## src/rtl/cfg_loader_pkg.sv

```systemverilog
package cfg_loader_pkg;

    localparam int unsigned BYTE_W = 8;

    typedef logic [BYTE_W-1:0] cfg_byte_t;

    // one accepted byte as seen by internal consumers
    typedef struct packed {
        logic      valid;
        cfg_byte_t data;
    } cap_word_t;

    // LSB-first serialiser step: drop the emitted bit, fill with zero
    function automatic cfg_byte_t shift_lsb_out(input cfg_byte_t v);
        return v >> 1;
    endfunction

endpackage

```

## src/rtl/cfg_phase_ctr.sv

```systemverilog
// Edge counter that decides which rising edges capture the bus.
module cfg_phase_ctr #(
    parameter int unsigned PERIOD = 8
) (
    input  logic clk,
    input  logic rst,
    input  logic init_ok,
    output logic cap_stb
);
    localparam int unsigned CW = (PERIOD > 1) ? $clog2(PERIOD) : 1;
    localparam logic [CW-1:0] LAST   = CW'(PERIOD - 1);
    // preset so the second edge with init_ok high lands on LAST
    localparam logic [CW-1:0] PRESET = CW'(PERIOD - 2);

    logic [CW-1:0] cnt;

    always_ff @(posedge clk) begin
        if (rst || !init_ok) begin
            cnt <= PRESET;
        end else begin
            cnt <= cnt + 1'b1;
        end
    end

    assign cap_stb = init_ok && !rst && (cnt == LAST);

    // first edge seeing init high never captures; the next one does
    p_first_edge_r1: assert property (@(posedge clk) disable iff (rst)
        $rose(init_ok) |-> !cap_stb);
    p_second_edge_r1: assert property (@(posedge clk) disable iff (rst)
        $rose(init_ok) |=> (cap_stb || !init_ok));
    p_restart_r8: assert property (@(posedge clk) disable iff (rst)
        !init_ok |=> !cap_stb);
    p_spacing_r2: assert property (@(posedge clk) disable iff (rst)
        cap_stb |=> !cap_stb);

endmodule

```

## src/rtl/cfg_byte_capture.sv

```systemverilog
// Parallel capture register with acknowledge and consumer strobe.
module cfg_byte_capture
    import cfg_loader_pkg::*;
(
    input  logic      clk,
    input  logic      rst,
    input  logic      init_ok,
    input  logic      cap_stb,
    input  cfg_byte_t din,
    output cap_word_t cap,
    output logic      ack
);
    always_ff @(posedge clk) begin
        if (rst) begin
            cap <= '0;
            ack <= 1'b0;
        end else begin
            ack       <= cap_stb;
            cap.valid <= cap_stb;
            if (cap_stb) begin
                cap.data <= din;
            end
        end
    end

    p_ack_pulse_r3: assert property (@(posedge clk) disable iff (rst)
        ack |=> !ack);
    p_ack_quiet_r8: assert property (@(posedge clk) disable iff (rst)
        !init_ok |=> !ack);
    p_ack_follows_r3: assert property (@(posedge clk) disable iff (rst)
        cap_stb |=> ack);

endmodule

```

## src/rtl/cfg_serial_fwd.sv

```systemverilog
// LSB-first serial forwarder; output register moves on the falling edge.
module cfg_serial_fwd
    import cfg_loader_pkg::*;
(
    input  logic      clk,
    input  logic      rst,
    input  logic      init_ok,
    input  logic      load,
    input  cfg_byte_t din,
    output cfg_byte_t sreg,
    output logic      sdo
);
    always_ff @(posedge clk) begin
        if (rst || !init_ok) begin
            sreg <= '0;
        end else if (load) begin
            sreg <= din;
        end else begin
            sreg <= shift_lsb_out(sreg);
        end
    end

    // half-period offset: present the current LSB on the falling edge
    always_ff @(negedge clk) begin
        sdo <= sreg[0];
    end

    p_drain_r7: assert property (@(posedge clk) disable iff (rst)
        (init_ok && !load && $past(init_ok)) |=> (sreg[BYTE_W-1] == 1'b0));

endmodule

```

## src/rtl/cfg_sync_loader.sv

```systemverilog
module cfg_sync_loader
    import cfg_loader_pkg::*;
(
    input  logic       clk,
    input  logic       rst,
    input  logic       init_ok,
    input  logic [7:0] din,
    output logic       ack,
    output logic       cap_valid,
    output logic [7:0] cap_byte,
    output logic       sdo
);
    logic      cap_stb;
    cap_word_t cap;
    cfg_byte_t sreg;

    cfg_phase_ctr #(.PERIOD(BYTE_W)) u_ctr (
        .clk     (clk),
        .rst     (rst),
        .init_ok (init_ok),
        .cap_stb (cap_stb)
    );

    cfg_byte_capture u_cap (
        .clk     (clk),
        .rst     (rst),
        .init_ok (init_ok),
        .cap_stb (cap_stb),
        .din     (din),
        .cap     (cap),
        .ack     (ack)
    );

    cfg_serial_fwd u_ser (
        .clk     (clk),
        .rst     (rst),
        .init_ok (init_ok),
        .load    (cap_stb),
        .din     (din),
        .sreg    (sreg),
        .sdo     (sdo)
    );

    assign cap_valid = cap.valid;
    assign cap_byte  = cap.data;

    // serial register and consumer bus are loaded by separate logic
    p_same_byte_r5: assert property (@(posedge clk) disable iff (rst)
        (ack && init_ok && $past(init_ok)) |-> (sreg == cap.data));
    p_strobe_pair_r4: assert property (@(posedge clk) disable iff (rst)
        cap_valid |-> ack);

endmodule

```

## config.mk

```make
export PLATFORM = sky130hd
export DESIGN_NAME = cfg_sync_loader
export DESIGN_NICKNAME = d
export VERILOG_FILES = /design/src/rtl/cfg_loader_pkg.sv /design/src/rtl/cfg_phase_ctr.sv /design/src/rtl/cfg_byte_capture.sv /design/src/rtl/cfg_serial_fwd.sv /design/src/rtl/cfg_sync_loader.sv
export SDC_FILE = /design/constraint.sdc
export NUM_CORES = 1
export LEC_CHECK = 0
export ABC_AREA = 1
export ABC_CLOCK_PERIOD_IN_PS = 3000
export BUFFER_PORTS_ARGS = -buffer_cell sky130_fd_sc_hd__buf_2
export CAP_MARGIN = 20
export CORE_MARGIN = 2
export CORE_UTILIZATION = 56
export CTS_BUF_LIST = sky130_fd_sc_hd__clkbuf_8
export DETAILED_ROUTE_END_ITERATION = 12
export GPL_ROUTABILITY_DRIVEN = 0
export PLACE_DENSITY = 0.92
export SETUP_SLACK_MARGIN = 0.05
export SKIP_CTS_REPAIR_TIMING = 1
export SYNTH_ARGS = -nofsm -noshare
export SYNTH_HDL_FRONTEND = slang
export SYNTH_HIERARCHICAL = 1
export SYNTH_SLANG_ARGS = --single-unit
export TNS_END_PERCENT = 20
```

## constraint.sdc

```tcl
create_clock -name clk -period 3 [get_ports clk]
set_input_delay 0.15 -clock clk [delete_from_list [all_inputs] [get_ports clk]]
set_output_delay 0.15 -clock clk [all_outputs]
set_load 0.01 [all_outputs]
```

==> run summary <==
status = finished clean
TritonCTS Buffers = 3
Pleak = 0.485 nW
Adder-Cell Fraction of Synth Area = 3.10%
Switch Pwr = 0.000111 W
post-synthesis xor/xnor area fraction = 0%
Cell Rows = 13
Clock Root Buffer = clkbuf_8
synthesized net count = 121
antenna cell count = 0
clock network power share = 35.1%
synthesis-to-layout area growth = 16.7%
post-synthesis mux area share = 0%
main combinational cell family by area after synthesis = simple AND/OR/NAND/NOR gates
Post-synth EDFFs = 0
Arrival @ worst endpoint = 2230 ps
Slowest Stage Delay on Critical Path = 300 ps
clock sink count = 21
clock skew = 66.1 ps
power density over the cells = 536 nW/um^2
final setup fails = 0
worst setup path class = flip-flop to output pin
Ys Warns = 6
Gate power share = 7.9%
Die Ht = 42.0 um
count of final max-slew check failures = 0
starting density of the core = 61.3%
remaining routing DRC violations = 0
ANT nets after route = 0
vias after detailed routing = 675
worst-path fanout max = 1
clock slew at reported path FFs = 70 ps
Sequential Power Share = 57.0%
Synth Area in Compound Gates = 4.34%
port bufs = 21
vias in the first global route = 592
Seq/Total Area, Yosys = 52.1%
Int Power = 0.000394 W
clk_lat worst skew = 320 ps
Worst Hold Class = input port to flip-flop
final wirelength = 1390 um
first drt pass iteration count = 4
simple-gate share of the synthesized area = 27.0%
Area after DPL = 897 sq um
final setup TNS = 0 ps
ys flop type = dfxtp_1
total power = 0.000505 W
share of cells above drive strength 1 = 23.1%
Final Hold Vio Count = 0
post-route cell area = 942 sq um
Syn Inst Count = 108
CTS tree = yes
Layout Nets = 144
wire per inst = 9.60 um
Max rail drop VDD = 324 uV
Max-slew headroom = 83.1%
clk buf depth = 2
number of DRC markers in iteration 0 = 14
htree depth = 1
count leader, synth = nand2_1
Slew @ Worst Pin = 253 ps
CP Launch Type = flip-flop
I/O pins = 22
crit path cell chain = buf_2
delay-heaviest family, CP = flip-flops
Netlist cell types = 11
commonest cells in the netlist = nand2_1 (34), dfxtp_1 (21), nor2_1 (19), inv_1 (16), a21oi_1 (7)
Sw Ratio = 22.1%
CP max stage cell = dfxtp_1
max_cap viols = 0
GRT Total Usage = 17.7%
dpl hpwl = 982 um
Syn Area/Cell = 7.47 sq um
Worst Setup End Kind = output pin
cell area after synthesis = 807 sq um
Yosys top cell by area = dfxtp_1
ranking of synthesized cells by area = dfxtp_1 (52%), nand2_1 (16%), nor2_1 (8.8%), inv_1 (7.4%), a21oi_1 (4.3%)
fillers = 106
Worst Path Buf+Inv = 1
Die W = 42.0 um
largest net degree at the start of global routing = 27
unrepaired setup endpoints after global routing = false
grt ovf = 0
initial antenna violation count = 0
Synth top area share = 52.1%
Via density = 4.66
Core Util, Final = 71.5%
async set or reset register ratio after synthesis = 0%
number of synthesized register bits = 21
core area = 1320 sq um
die footprint = 1760 sq um
critical path required time = 2850 ps
global-route wire length before repair = 2360 um
==> through the flow <==
step	std cells	hold WS (ps)	setup slack, ps
finish	145	132	621
global placement	141	388	954
detailed placement	141	400	944
CTS	145	132	612
global route	145	142	593
floorplan	108	221	1020
==> area by class of cell <==
| type | instances | area (sq um) | share of cell area [%] |
|---|---|---|---|
| Multi-Input combinational cell | 65 | 278 | 29.5 |
| Clock buffer | 3 | 41.3 | 4.38 |
| Timing Repair Buffer | 22 | 113 | 12.0 |
| Sequential cell | 21 | 420 | 44.6 |
| Tap cell | 15 | 18.8 | 1.99 |
| Clock inverter | 2 | 7.51 | 0.797 |
| Inverter | 17 | 63.8 | 6.77 |
==> registers in the layout, summed over array words and instances, names as in the netlist <==
| signal | flops |
|---|---|
| u_ctr/cnt | 3 |
| u_ser/sreg | 8 |
| u_cap/cap | 8 |
| u_ser/sdo | 1 |
| u_cap/ack | 1 |
==> path summary, 6_finish.rpt <==
kind	startpoint	slack, ps	end	cells after the start
worst max register to register	u_ser/sreg[0]$_SDFF_PP0_	1160	u_ser/sdo$_DFF_N_	0
worst min register to register	u_ctr/cnt[0]$_SDFF_PP0_	420	u_ctr/cnt[0]$_SDFF_PP0_	1
worst min-delay path	din[7]	130	u_ser/sreg[7]$_SDFF_PP0_	3
worst max-delay path	u_ser/sdo$_DFF_N_	620	sdo	1
==> cell families after synthesis <==
family                   Yosys count
buffers and inverters             22
AO/OA/AOI/OAI                      7
flip-flops                        21
adder cells (fa/ha/maj)            2
AND/OR/NAND/NOR                   56
==> metal layers <==
metal	up-vias	global-route usage [%]	routed length, um
li1	355	-	-
met1	297	20.5	585
met2	21	30.9	718
met3	2	2.61	74
met4	0	9.68	12
met5	-	0	0
==> power by group through the flow <==
stage          sequential, W   clock (W)  combinational (W)
2_1_floorplan       0.000296  0.00000417          0.0000231
3_5_place_dp        0.000294  0.00000417          0.0000397
4_1_cts             0.000288    0.000180          0.0000400
6_report            0.000288    0.000177          0.0000399
5_1_grt             0.000288    0.000192          0.0000460
3_3_place_gp        0.000294  0.00000417          0.0000385
==> placed cells by master (no fill, tap or decap) <==
cell and instances:
buf_2 21, buf_4 1, nor2_2 2, inv_2 2, ha_1 2, nand2_1 34, a21oi_1 7, inv_1 17
nor2_1 19, nand2_2 1, dfxtp_1 21, clkbuf_8 3
Note: power is estimated with default switching activity, not from simulation.
